`config.mk`:
```
export PLATFORM = sky130hd
export DESIGN_NAME = pwm_inch_meter
export DESIGN_NICKNAME = d
export VERILOG_FILES = /design/src/rtl/pwm_meter_pkg.sv /design/src/rtl/pwm_sync2.sv /design/src/rtl/pwm_edge_arm.sv /design/src/rtl/pwm_inch_accum.sv /design/src/rtl/pwm_inch_meter.sv
export SDC_FILE = /design/constraint.sdc
export NUM_CORES = 1
export LEC_CHECK = 0
export BUFFER_PORTS_ARGS = -buffer_cell sky130_fd_sc_hd__buf_4
export CORE_MARGIN = 4
export CORE_UTILIZATION = 30
export CTS_CLUSTER_DIAMETER = 120
export DETAILED_ROUTE_END_ITERATION = 10
export PLACE_DENSITY_LB_ADDON = 0.25
export SLEW_MARGIN = 20
export SYNTH_ARGS = -nofsm -noshare
export SYNTH_HDL_FRONTEND = slang
export SYNTH_SLANG_ARGS = --single-unit
```
`constraint.sdc`:
```
create_clock -name clk -period 3.7 [get_ports clk]
set_input_delay 0.37 -clock clk [delete_from_list [all_inputs] [get_ports clk]]
set_output_delay 0.37 -clock clk [all_outputs]
set_load 0.05 [all_outputs]
```
`src/rtl/pwm_meter_pkg.sv`:
```
package pwm_meter_pkg;
  // Width needed to hold values 0..n-1, at least one bit.
  function automatic int unsigned cnt_width(input int unsigned n);
    return (n < 2) ? 1 : $clog2(n);
  endfunction
endpackage

```
`src/rtl/pwm_sync2.sv`:
```
module pwm_sync2 #(
  parameter logic RST_VAL = 1'b1
) (
  input  logic clk,
  input  logic rst_n,
  input  logic d_async,
  output logic q_sync
);
  logic meta_q;
  logic sync_q;

  always_ff @(posedge clk or negedge rst_n) begin
    if (!rst_n) begin
      meta_q <= RST_VAL;
      sync_q <= RST_VAL;
    end else begin
      meta_q <= d_async;
      sync_q <= meta_q;
    end
  end

  assign q_sync = sync_q;
endmodule

```
`src/rtl/pwm_edge_arm.sv`:
```
module pwm_edge_arm (
  input  logic clk,
  input  logic rst_n,
  input  logic lvl,
  output logic start,
  output logic stop,
  output logic cnt_en
);
  logic prev_q, prev_d;
  logic armed_q, armed_d;
  logic rise;

  always_comb begin
    rise    = lvl & ~prev_q;
    prev_d  = lvl;
    armed_d = armed_q | rise;
    start   = rise;
    stop    = ~lvl & prev_q & armed_q;
    cnt_en  = lvl & armed_d;
  end

  // prev resets high: a pin already high at release does not look like a rise.
  always_ff @(posedge clk or negedge rst_n) begin
    if (!rst_n) begin
      prev_q  <= 1'b1;
      armed_q <= 1'b0;
    end else begin
      prev_q  <= prev_d;
      armed_q <= armed_d;
    end
  end

  a_r6_unarmed_silent: assert property (@(posedge clk) disable iff (!rst_n)
    !armed_q && !lvl |-> !stop);
  a_r4_start_while_high: assert property (@(posedge clk) disable iff (!rst_n)
    start |-> cnt_en);
endmodule

```
`src/rtl/pwm_inch_accum.sv`:
```
module pwm_inch_accum
  import pwm_meter_pkg::*;
#(
  parameter int unsigned CYCLES_PER_INCH = 7350,
  parameter int unsigned INCH_W          = 9
) (
  input  logic              clk,
  input  logic              rst_n,
  input  logic              start,
  input  logic              cnt_en,
  output logic [INCH_W-1:0] inch,
  output logic              sat
);
  localparam int unsigned PRESC_W = cnt_width(CYCLES_PER_INCH);
  localparam logic [PRESC_W-1:0] P_LAST = PRESC_W'(CYCLES_PER_INCH - 1);
  localparam logic [INCH_W-1:0]  I_MAX  = {INCH_W{1'b1}};

  logic [PRESC_W-1:0] presc_q, presc_d, presc_base;
  logic [INCH_W-1:0]  inch_q, inch_d, inch_base;
  logic               sat_q, sat_d, sat_base;

  always_comb begin
    presc_base = start ? '0 : presc_q;
    inch_base  = start ? '0 : inch_q;
    sat_base   = start ? 1'b0 : sat_q;
    presc_d    = presc_base;
    inch_d     = inch_base;
    sat_d      = sat_base;
    if (cnt_en) begin
      if (presc_base == P_LAST) begin
        presc_d = '0;
        if (inch_base == I_MAX) sat_d  = 1'b1;
        else                    inch_d = inch_base + 1'b1;
      end else begin
        presc_d = presc_base + 1'b1;
      end
    end
  end

  always_ff @(posedge clk or negedge rst_n) begin
    if (!rst_n) begin
      presc_q <= '0;
      inch_q  <= '0;
      sat_q   <= 1'b0;
    end else begin
      presc_q <= presc_d;
      inch_q  <= inch_d;
      sat_q   <= sat_d;
    end
  end

  assign inch = inch_q;
  assign sat  = sat_q;

  a_r2_presc_range: assert property (@(posedge clk) disable iff (!rst_n)
    presc_q <= P_LAST);
  a_r2_idle_frozen: assert property (@(posedge clk) disable iff (!rst_n)
    !cnt_en |=> $stable(inch_q) && $stable(presc_q));
  a_r4_start_fresh: assert property (@(posedge clk) disable iff (!rst_n)
    start |=> inch_q <= 1 && !sat_q);
  a_r5_sat_full_scale: assert property (@(posedge clk) disable iff (!rst_n)
    sat_q |-> inch_q == I_MAX);
endmodule

```
`src/rtl/pwm_inch_meter.sv`:
```
module pwm_inch_meter
  import pwm_meter_pkg::*;
#(
  parameter int unsigned CYCLES_PER_INCH = 7350,
  parameter int unsigned INCH_W          = 9
) (
  input  logic              clk,
  input  logic              rst_n,
  input  logic              pwm_raw,
  output logic [INCH_W-1:0] inch_out,
  output logic              meas_valid,
  output logic              overflow
);
  localparam logic [INCH_W-1:0] I_MAX = {INCH_W{1'b1}};

  logic              pwm_lvl;
  logic              start, stop, cnt_en;
  logic [INCH_W-1:0] inch_cnt;
  logic              sat;

  logic [INCH_W-1:0] res_q, res_d;
  logic              ovf_q, ovf_d;
  logic              vld_q, vld_d;

  pwm_sync2 #(.RST_VAL(1'b1)) u_sync (
    .clk     (clk),
    .rst_n   (rst_n),
    .d_async (pwm_raw),
    .q_sync  (pwm_lvl)
  );

  pwm_edge_arm u_edge (
    .clk    (clk),
    .rst_n  (rst_n),
    .lvl    (pwm_lvl),
    .start  (start),
    .stop   (stop),
    .cnt_en (cnt_en)
  );

  pwm_inch_accum #(
    .CYCLES_PER_INCH (CYCLES_PER_INCH),
    .INCH_W          (INCH_W)
  ) u_accum (
    .clk    (clk),
    .rst_n  (rst_n),
    .start  (start),
    .cnt_en (cnt_en),
    .inch   (inch_cnt),
    .sat    (sat)
  );

  always_comb begin
    res_d = res_q;
    ovf_d = ovf_q;
    vld_d = stop;
    if (stop) begin
      res_d = inch_cnt;
      ovf_d = sat;
    end
  end

  always_ff @(posedge clk or negedge rst_n) begin
    if (!rst_n) begin
      res_q <= '0;
      ovf_q <= 1'b0;
      vld_q <= 1'b0;
    end else begin
      res_q <= res_d;
      ovf_q <= ovf_d;
      vld_q <= vld_d;
    end
  end

  assign inch_out   = res_q;
  assign overflow   = ovf_q;
  assign meas_valid = vld_q;

  a_r3_strobe_single: assert property (@(posedge clk) disable iff (!rst_n)
    meas_valid |=> !meas_valid);
  a_r7_hold_between: assert property (@(posedge clk) disable iff (!rst_n)
    !meas_valid |-> $stable(inch_out) && $stable(overflow));
  a_r5_ovf_full_scale: assert property (@(posedge clk) disable iff (!rst_n)
    overflow |-> inch_out == I_MAX);
endmodule

```
* Yosys cells after proc, flatten, opt, wreduce, memory -nomap -nowiden *
Index checks and enable logic that the tools add are counted.

storage, ports and cells
  word-level logic and storage cells = 32
  register bits = 38
  input port bits = 3
  output and inout bits = 11

cells by class
  add/sub/neg operators = 2
  eq/ne operators = 2
  mux-type cells = 11
  bitwise operators = 7

operators with widths
  cell                                                             number
  13-bit 2-to-1 mux                                                3
  9-bit 2-to-1 mux                                                 4
  13-bit by 1-bit adder with 13-bit output, second input constant  1
  13-bit == test, second input constant                            1
  9-bit by 1-bit adder with 9-bit output, second input constant    1
  9-bit == test, second input constant                             1
  1-bit AND                                                        4
  1-bit 2-to-1 mux                                                 4
  1-bit inverter                                                   2
  1-bit OR                                                         1

* Depth between registers and ports, before layout *
Gate-level depths: netlist (run 1).

  depth after elaboration = 7
  gate-level depth with buffers = 9
  gate-level depth less buffers = 7

* Modules after synthesis *
A second synthesis (run 1) with hierarchy kept.

second synthesis, totals
  cell total of the unflattened synthesis = 160
  area, all modules = 1844.3 um2

by module, submodules not included
  module          cells each  area an instance (um2)  sequential area each (um2)  instances
  pwm_inch_accum  128         1265.0                  575.6                       1
  pwm_inch_meter  22          436.7                   275.3                       1
  pwm_edge_arm    8           90.1                    51.3                        1
  pwm_sync2       2           52.6                    52.6                        1

* Worst setup path before layout (run 1) *
Ideal clock, no wire load.

  path kind = register to register
  from = register u_edge.prev_q
  to = register u_accum.inch_q[6] (netlist: u_accum.inch[6])
  setup slack = 1.110 ns
  setup time = 0.136 ns
  data required time = 3.564 ns
  buffers on the path = 2
  arrival = 2.454 ns
  stages on the path, launching flop included = 10
  clock period less this slack = 2.590 ns
  cell sequence = dfstp_2 nand2b_1 clkbuf_1 and2_1 ha_1 nand4bb_1 or4_1 clkbuf_1 o41ai_1 a21oi_1

on the way
  word-level cells in the longest chain between the ends = 7
  elaborated cells between the ends (all ways) = 12
  those cells by class = add/sub: 1; eq/ne: 2; mux: 5; bitwise: 4

RTL lines
  what                                                                            line                                        RTL
  start: declaration                                                              pwm_edge_arm.sv:9                           logic prev_q, prev_d;
  start signal: assignment                                                        pwm_edge_arm.sv:28                          prev_q <= prev_d;
  1-bit inverter (*)                                                              pwm_edge_arm.sv:14                          rise = lvl & ~prev_q;
  1-bit AND (*)                                                                   pwm_edge_arm.sv:14
  9-bit 2-to-1 mux                                                                pwm_inch_accum.sv:24                        inch_base = start ? '0 : inch_q;
  9-bit by 1-bit adder with 9-bit output / 9-bit == test (equally long branches)  pwm_inch_accum.sv:33, pwm_inch_accum.sv:32
  9-bit 2-to-1 mux                                                                pwm_inch_accum.sv:32                        if (inch_base == I_MAX) sat_d = 1'b1;
  9-bit 2-to-1 mux                                                                pwm_inch_accum.sv:30                        if (presc_base == P_LAST) begin
  9-bit 2-to-1 mux (*)                                                            pwm_inch_accum.sv:29                        if (cnt_en) begin
  via u_accum.inch_d[6]                                                           pwm_inch_accum.sv:19                        logic [INCH_W-1:0] inch_q, inch_d, inch_base;
  end signal: assignment                                                          pwm_inch_accum.sv:47                        inch_q <= inch_d;
  end: declaration                                                                pwm_inch_accum.sv:19

Mark *: on every way through the listed nets, which the timed path passes. The rest lies on a longest branch.
A chain may end at the register's enable or synchronous reset.

* Worst setup path in the final report (run 1) *
Same ends and word-level chain as after synthesis.

==> results of run 1 <==
-- metal layers --
layer	part of all wire	wire (um)	vias up
li1	-	-	660
met1	0.50	1730	620
met2	0.43	1490	21
met3	0.045	154	7
met4	0.020	70	0
met5	0	0	-
-- flip-flops by register name, indices dropped and copies added (netlist names) --
signal and cells:
u_accum.presc_q 13, u_sync.q_sync 1, u_sync.meta_q 1, u_accum.inch 9, u_edge.prev_q 1, inch_out 9
meas_valid 1, overflow 1, u_edge.armed_q 1, u_accum.sat 1
-- Yosys cell counts --
master     instances
dfrtp_1           35
a21oi_1           16
nand2_1           15
o21ai_0           11
inv_1              8
nand3_1            8
mux2_2             7
nor2_1             7
o31ai_1            7
clkbuf_1           4
nand4_1            4
or3_1              4
or4_1              4
dfstp_2            3
nand3b_1           3
nand4bb_1          3
nor4_1             3
o41ai_1            3
and2_1             2
and3_1             2
nand2b_1           2
xnor2_1            2
a211o_1            1
a31o_2             1
and4_1             1
buf_2              1
ha_1               1
nor2b_1            1
nor3_1             1
nor4b_1            1
o211a_1            1
o211ai_1           1
o311ai_1           1
o31a_1             1
or4b_1             1
or4b_4             1
xor2_1             1
-- cell type report --
| class | count | share of cell area |
|---|---|---|
| Timing Repair Buffer | 15 | 0.0541 |
| Clock inverter | 2 | 0.0288 |
| Multi-Input combinational cell | 117 | 0.361 |
| Inverter | 8 | 0.0144 |
| Tap cell | 72 | 0.0433 |
| Sequential cell | 38 | 0.459 |
| Clock buffer | 6 | 0.0397 |
-- logic make-up after synthesis --
logic type,after synthesis,synth area share
compound gates,43,0.152
xor+xnor,3,0.0150
fa+ha+maj,1,0.00712
buf+inv,13,0.0285
flops,38,0.543
mux,7,0.0449
simple gates,63,0.209
-- placed cells by master, fill, tap and decap left out, types with 2 or more instances in the layout --
master     netlist  routed
a21oi_1         16      16
and2_1           2       2
and3_1           2       2
buf_4            0      15
bufinv_16        0       2
clkbuf_8         0       6
dfrtp_1         35      35
dfstp_2          3       3
inv_1            8       8
mux2_2           7       7
nand2_1         15      15
nand2b_1         2       2
nand3_1          8       8
nand3b_1         3       3
nand4_1          4       4
nand4bb_1        3       3
nor2_1           7       7
nor4_1           3       3
o21ai_0         11      11
o31ai_1          7       7
o41ai_1          3       3
or3_1            4       4
or4_1            4       4
xnor2_1          2       2
-- worst max path at each step --
stage                            to  cells after the start
global route        u_accum.inch[6]                      7
global placement    u_accum.inch[5]                      7
detailed placement  u_accum.inch[5]                      7
CTS                 u_accum.inch[6]                      7
finish              u_accum.inch[6]                      7
floorplan           u_accum.inch[6]                      9
-- power groups by stage --
stage | Clock [mW] | Sequential [mW] | Combinational (mW)
after floorplan | 0 | 0.451 | 0.0415
after global placement | 0 | 0.452 | 0.0629
after detailed placement | 0 | 0.452 | 0.0633
after CTS | 0.452 | 0.445 | 0.0634
after global routing | 0.466 | 0.448 | 0.0723
final | 0.440 | 0.446 | 0.0617
-- through the flow --
stage                     power [mW]  hold slack, ps  setup WS (ps)   util  instances
after floorplan                0.493            74.4           1110      -        168
after CTS                      0.961            47.0            808  0.371        258
after global placement         0.515             346            920  0.346        250
after global routing           0.986            68.2            619  0.371        258
after detailed placement       0.515             348            846  0.346        250
final                          0.947            30.7            836  0.371        258
==> metrics.md, run 1 <==
| Metric | Value |
|---|---|
| GP Congestion | ~0.75 |
| Core Box Area | about 0.0056 mm2 |
| Met2 Use GR | 0.145 |
| Max Clock Skew | between 6 and 7 ps |
| DR vias/cell | roughly 5 |
| PD cells | 455 mW/mm2 |
| DP Wirelength | 2280 um |
| Status | complete, no violations |
| Clock Path Buffers | 2 |
| GR Layer Usage met1 | 0.138 |
| Pin slew with the least headroom to its limit | between 900 and 1000 ps |
| Number of synthesized register bits | 38 |
| Maximum VDD drop | ~190 uV |
| Number of H-tree levels | 2 |
| Peak Freq | about 350 MHz |
| CP delay by family, top | simple AND/OR/NAND/NOR gates |
| Reg clk slew, reported paths | approximately 80 ps |
| IO Count | 14 |
| Sequential Power Share | 0.471 |
| Syn_area_per_cell | around 10 um2 |
| Design Area, Final | ~0.0021 mm2 |
| Fin crit period | ~2900 ps |
| WL/cell | 13.4 um |
| CP Max Fanout | 13 |
| Startpoint types | flip-flop |
| Max-capacitance violation count | 0 |
| Initial antenna violation count | 0 |
| Synth Cell Area | approximately 0.0018 mm2 |
| Post-synth top area cell | dfrtp_1 |
| Number of setup buffers added after CTS | 0 |
| Distinct cell type count after synthesis | 37 |
| Post-synthesis sequential area ratio | 0.543 |
| Rows | 27 |
| Ranking of synthesized cells by area | dfrtp_1 (50%), a21oi_1 (4.6%), dfstp_2 (4.5%), mux2_2 (4.5%), nand2_1 (3.2%) |
| Reg2Reg Depth | 7 |
| Fill cells | just under 600 |
| Internal | 0.744 mW |
| Syn nets | 172 |
| CTS sink cnt | 38 |
| Slew Limit Fails | 0 |
| Pre-Repair DR Iteration Count | 4 |
| CP arrival | between 3000 and 4000 ps |
| Vias in the first global route | ~1200 |
| CP peak stage delay | roughly 730 ps |
| CP max stage cell | or4_1 |
| Post-CTS Hold Fix Bufs | 0 |
| Synthesis-to-layout area growth | 18.5% |
| GRT Max-Usage Layer | met2 |
| Crit path required time | around 3900 ps |
| Setup slack, reg-to-reg | about 840 ps |
| Final worst path period share | 0.774 |
| Share of cells above drive strength 1 | 0.188 |
| CTS Buf Count | 5 |
| Final Hold Vio Count | 0 |
| P_sw | 0.203 mW |
| FF/Latch Area | about 950 um2 |
| Post-cts sizing count | 0 |
| First-pass GRT wire length | around 5800 um |
| Count of final setup violators | 0 |
| Crit path from | u_edge.prev_q |
| Leak | between 0.8 and 0.9 nW |
| Layout Nets | 189 |
| # DRC | 0 |
| Hold Crit Class | in2async |
| Clock Tree Root | clkbuf_8 |
| Routed Antenna Nets | 0 |
| Switching Fraction | 0.215 |
| Setup TNS Final | 0 ps |
| Yosys top cell area share | 0.499 |
| Combinational Power Share | 0.065 |
| Cells after Synth | 168 |
| ANT cells | 0 |
| Critical Path End Type | flip-flop |
| Routed wire length | 3450 um |
| Slew margin rel. | 0.371 |
| GRT met3 Usage | 0.0324 |
| Die ar. | between 0.007 and 0.008 mm2 |
| Critical R2R Capture | u_accum.inch[6] |
| DR iter-0 viols | 50 |
| All-Layer GR Usage | 0.101 |
| Area of the multi-input gates | ~750 um2 |
| DIE HEIGHT | roughly 85 um |
| Placed cell areas | ~0.0019 mm2 |
| Buf+Inv Stages, Crit Path | 0 |
| Congestion Overflow GR | 0 |
| Maximum number of pins on one net before global-route repair | 39 |
| Clk network pwr share | 0.464 |
| Horiz. Die Dim | between 80 and 90 um |
| Yosys warns | 0 |
| RSZ-0062 raised after global routing | no |
| Crit-path cells | nand2b_1 -> and2_1 -> ha_1 -> nand4bb_1 -> or4_1 -> or4b_1 -> a21oi_1 |
| Initial Util | 0.313 |
| CTS tree | yes |
| Worst Path Class, Setup | reg2reg |
| Critical R2R Launch | u_edge.prev_q |
| IO buf count | 13 |
| Clk Latency, worst-skew pair | 290 ps |
| Via count | ~1300 |
Note: power is estimated with default switching activity, not from simulation.
==> run 2, diff against run 1 <==
- clock period: 3.7 -> 2.4 ns (I/O delays scaled with it)
==> metrics.md, run 2 (synthesis gave the netlist of run 1 again) <==
| Metric | Value |
|---|---|
| Critical R2R Capture | u_accum.inch[5] |
| Final worst path period share | 0.969 (+0.195) |
| # DRC | 0 (unchanged) |
| Initial Util | 0.313 (unchanged) |
| Hold Path End | u_sync.meta_q |
| Hold Slack | 54.3 ps (+23.5 ps) |
| Rows | 27 (unchanged) |
| CP max stage cell | or4_4 |
| Max reg flops | 13 (unchanged) |
| CTS Buf Count | 5 (unchanged) |
| Fill cells | 587 (+1.0%) |
| DP Wirelength | 2420 um (+6.3%) |
| Slew margin rel. | 0.602 (+0.230) |
| WL/cell | 13.0 um (-2.5%) |
| Hold path start | pwm_raw |
| Design Area, Final | 0.00214 mm2 (+2.9%) |
| Inst Count DP | 259 (+3.6%) |
| Reg clk slew, reported paths | 70 ps (about the same) |
| Most flop-heavy register | u_accum.presc_q |
| Via count | 1363 (+4.2%) |
| PD cells | 562 mW/mm2 (+23%) |
| DIE HEIGHT | 84.5 um (unchanged) |
| FF/Latch Area | 955 um2 (unchanged) |
| Leak | 0.907 nW (+4.4%) |
| DR iter-0 viols | 100 (+100%) |
| Congestion Overflow GR | 0 (unchanged) |
| Core Box Area | 0.00561 mm2 (unchanged) |
| CP arrival | 2560 ps (-530 ps) |
| Critical Path End Type | flip-flop |
| Fin crit period | 2330 ps (-539 ps) |
| IO Count | 14 (unchanged) |
| CTS tree | yes |
| CP delay by family, top | simple AND/OR/NAND/NOR gates |
| Crit path required time | 2630 ps (-1290 ps) |
| First-pass GRT wire length | 6220 um (+7.8%) |
| Worst Path Class, Setup | reg2reg |
| Clock Tree Root | clkbuf_8 |
| Placed cell areas | 0.00202 mm2 (+4.1%) |
| Max-capacitance violation count | 0 (unchanged) |
| Share of cells above drive strength 1 | 0.259 (+0.0707) |
| Hold Crit Class | in2reg |
| GP Congestion | 0.768 (+2.7%) |
| Die ar. | 0.00714 mm2 (unchanged) |
| Count of final setup violators | 0 (unchanged) |
| Synthesis-to-layout area growth | 21.9% |
| CTS sink cnt | 38 (unchanged) |
| Layout Nets | 201 (+6.3%) |
| Setup slack, reg-to-reg | 70 ps (-760 ps) |
| Buf+Inv Stages, Crit Path | 0 (unchanged) |
| CP Max Fanout | 6 (-7) |
| Worst Hold Depth | 1 |
| Most frequent cell on the critical path | or4_4 |
| RSZ-0062 raised after global routing | yes |
| All-Layer GR Usage | 0.109 (+0.00748) |
| Routed Antenna Nets | 0 (unchanged) |
| Maximum VDD drop | 285 uV (+51%) |
| IO buf count | 13 (unchanged) |
| CP peak stage delay | 590 ps (-140 ps) |
| Final Hold Vio Count | 0 (unchanged) |
| Crit-path cells | nand2b_4 -> and2_1 -> ha_1 -> nand4bb_1 -> or4_4 -> or4_4 -> a21oi_2 |
| Area of the multi-input gates | 783 um2 (+4.2%) |
| Status | complete, no violations |
| Pin slew with the least headroom to its limit | 596 ps (-339 ps) |
| Vias in the first global route | 1311 (+11%) |
| Final Non-Filler Cells | 269 (+4.3%) |
| Horiz. Die Dim | 84.5 um (unchanged) |
| ANT cells | 0 (unchanged) |
| Maximum number of pins on one net before global-route repair | 39 (unchanged) |
| Routed wire length | 3510 um (+1.7%) |
| Clk Latency, worst-skew pair | 290 ps (about the same) |
| Most common cell after layout, fill and taps aside | dfrtp_1 |
| DR vias/cell | 5.07 (about the same) |
| Critical R2R Launch | u_edge.prev_q |
| Max Clock Skew | 7.23 ps (+0.523 ps) |
| Initial antenna violation count | 0 (unchanged) |
| Number of H-tree levels | 2 (unchanged) |
| Setup TNS Final | 0 ps (unchanged) |
| Startpoint types | flip-flop |
| Reg2Reg Depth | 7 (unchanged) |
| Clock Path Buffers | 2 (unchanged) |
| Peak Freq | 430 MHz (+23%) |
| Pre-Repair DR Iteration Count | 4 (unchanged) |
| Most frequent cells in the layout | dfrtp_1 (35), buf_4 (26), nand2_1 (15), a21oi_1 (15), o21ai_0 (11) |
| Slew Limit Fails | 0 (unchanged) |
[run 2: cell types whose count changed in the layout (fill, tap and decap cells not counted), moves of 2 or more]
cell	change
clkinv_2	+2
or4_1	-2
or4_4	+2
buf_4	+11
bufinv_16	-2
[run 2: power breakdown]
group,switching [mW],total (mW),internal [mW]
registers,0.0206,0.687,0.666
clock network,0.216,0.411,0.195
logic,0.0606,0.106,0.0450
[run 2: through the flow]
| step | util | setup WS, ps | total power [mW] |
|---|---|---|---|
| after floorplan | - | 9.21 | 0.761 |
| after global placement | 0.360 | 60.6 | 0.801 |
| after detailed placement | 0.360 | -9.14 | 0.803 |
| after CTS | 0.380 | 18.9 | 1.23 |
| after global routing | 0.382 | -34.4 | 1.28 |
| final | 0.382 | 74.7 | 1.20 |
[run 2: worst reg2reg max path, delay by kind of cell, from the launching register on]
| kind | cells | cell delay [ps] |
|---|---|---|
| flip-flops | 1 | 530 |
| adder cells (fa/ha/maj) | 1 | 140 |
| AO/OA/AOI/OAI | 1 | 120 |
| AND/OR/NAND/NOR | 5 | 1490 |
[run 2: worst max-delay path by stage]
stage                     depth (start not counted)           from              end  slack [ps]
after floorplan                                   8  u_edge.prev_q  u_accum.inch[5]           9
after global placement                            7  u_edge.prev_q  u_accum.inch[5]          60
after detailed placement                          7  u_edge.prev_q  u_accum.inch[6]          -9
after CTS                                         7  u_edge.prev_q  u_accum.inch[6]          20
after global routing                              7  u_edge.prev_q  u_accum.inch[5]         -30
final                                             7  u_edge.prev_q  u_accum.inch[5]          70
[run 2: per-layer routing]
| metal | track usage | vias up | part of all wire |
|---|---|---|---|
| li1 | - | 683 | - |
| met1 | 0.145 | 652 | 0.49 |
| met2 | 0.160 | 22 | 0.45 |
| met3 | 0.0422 | 6 | 0.052 |
| met4 | 0.0388 | 0 | 0.017 |
| met5 | 0 | - | 0 |
[run 2: what timing repair did]
item / in CTS / in global routing
hold buffers: 1 / 0
endpoints found under the setup margin: 3 / 4
gates cloned: 0 / 0
hold endpoints to repair: 35 / 0
pin swaps: 1 / 5
setup buffers: 2 / 0
gates resized for setup: 1 / 3
[run 2: final cells by class]
cell class / instances / area share
inverter: 8 / 0.0140
multi-input combinational: 117 / 0.366
clock buffer: 5 / 0.0321
clock inverter: 2 / 0.00467
timing repair buffer: 27 / 0.0958
tap: 72 / 0.0421
sequential: 38 / 0.446
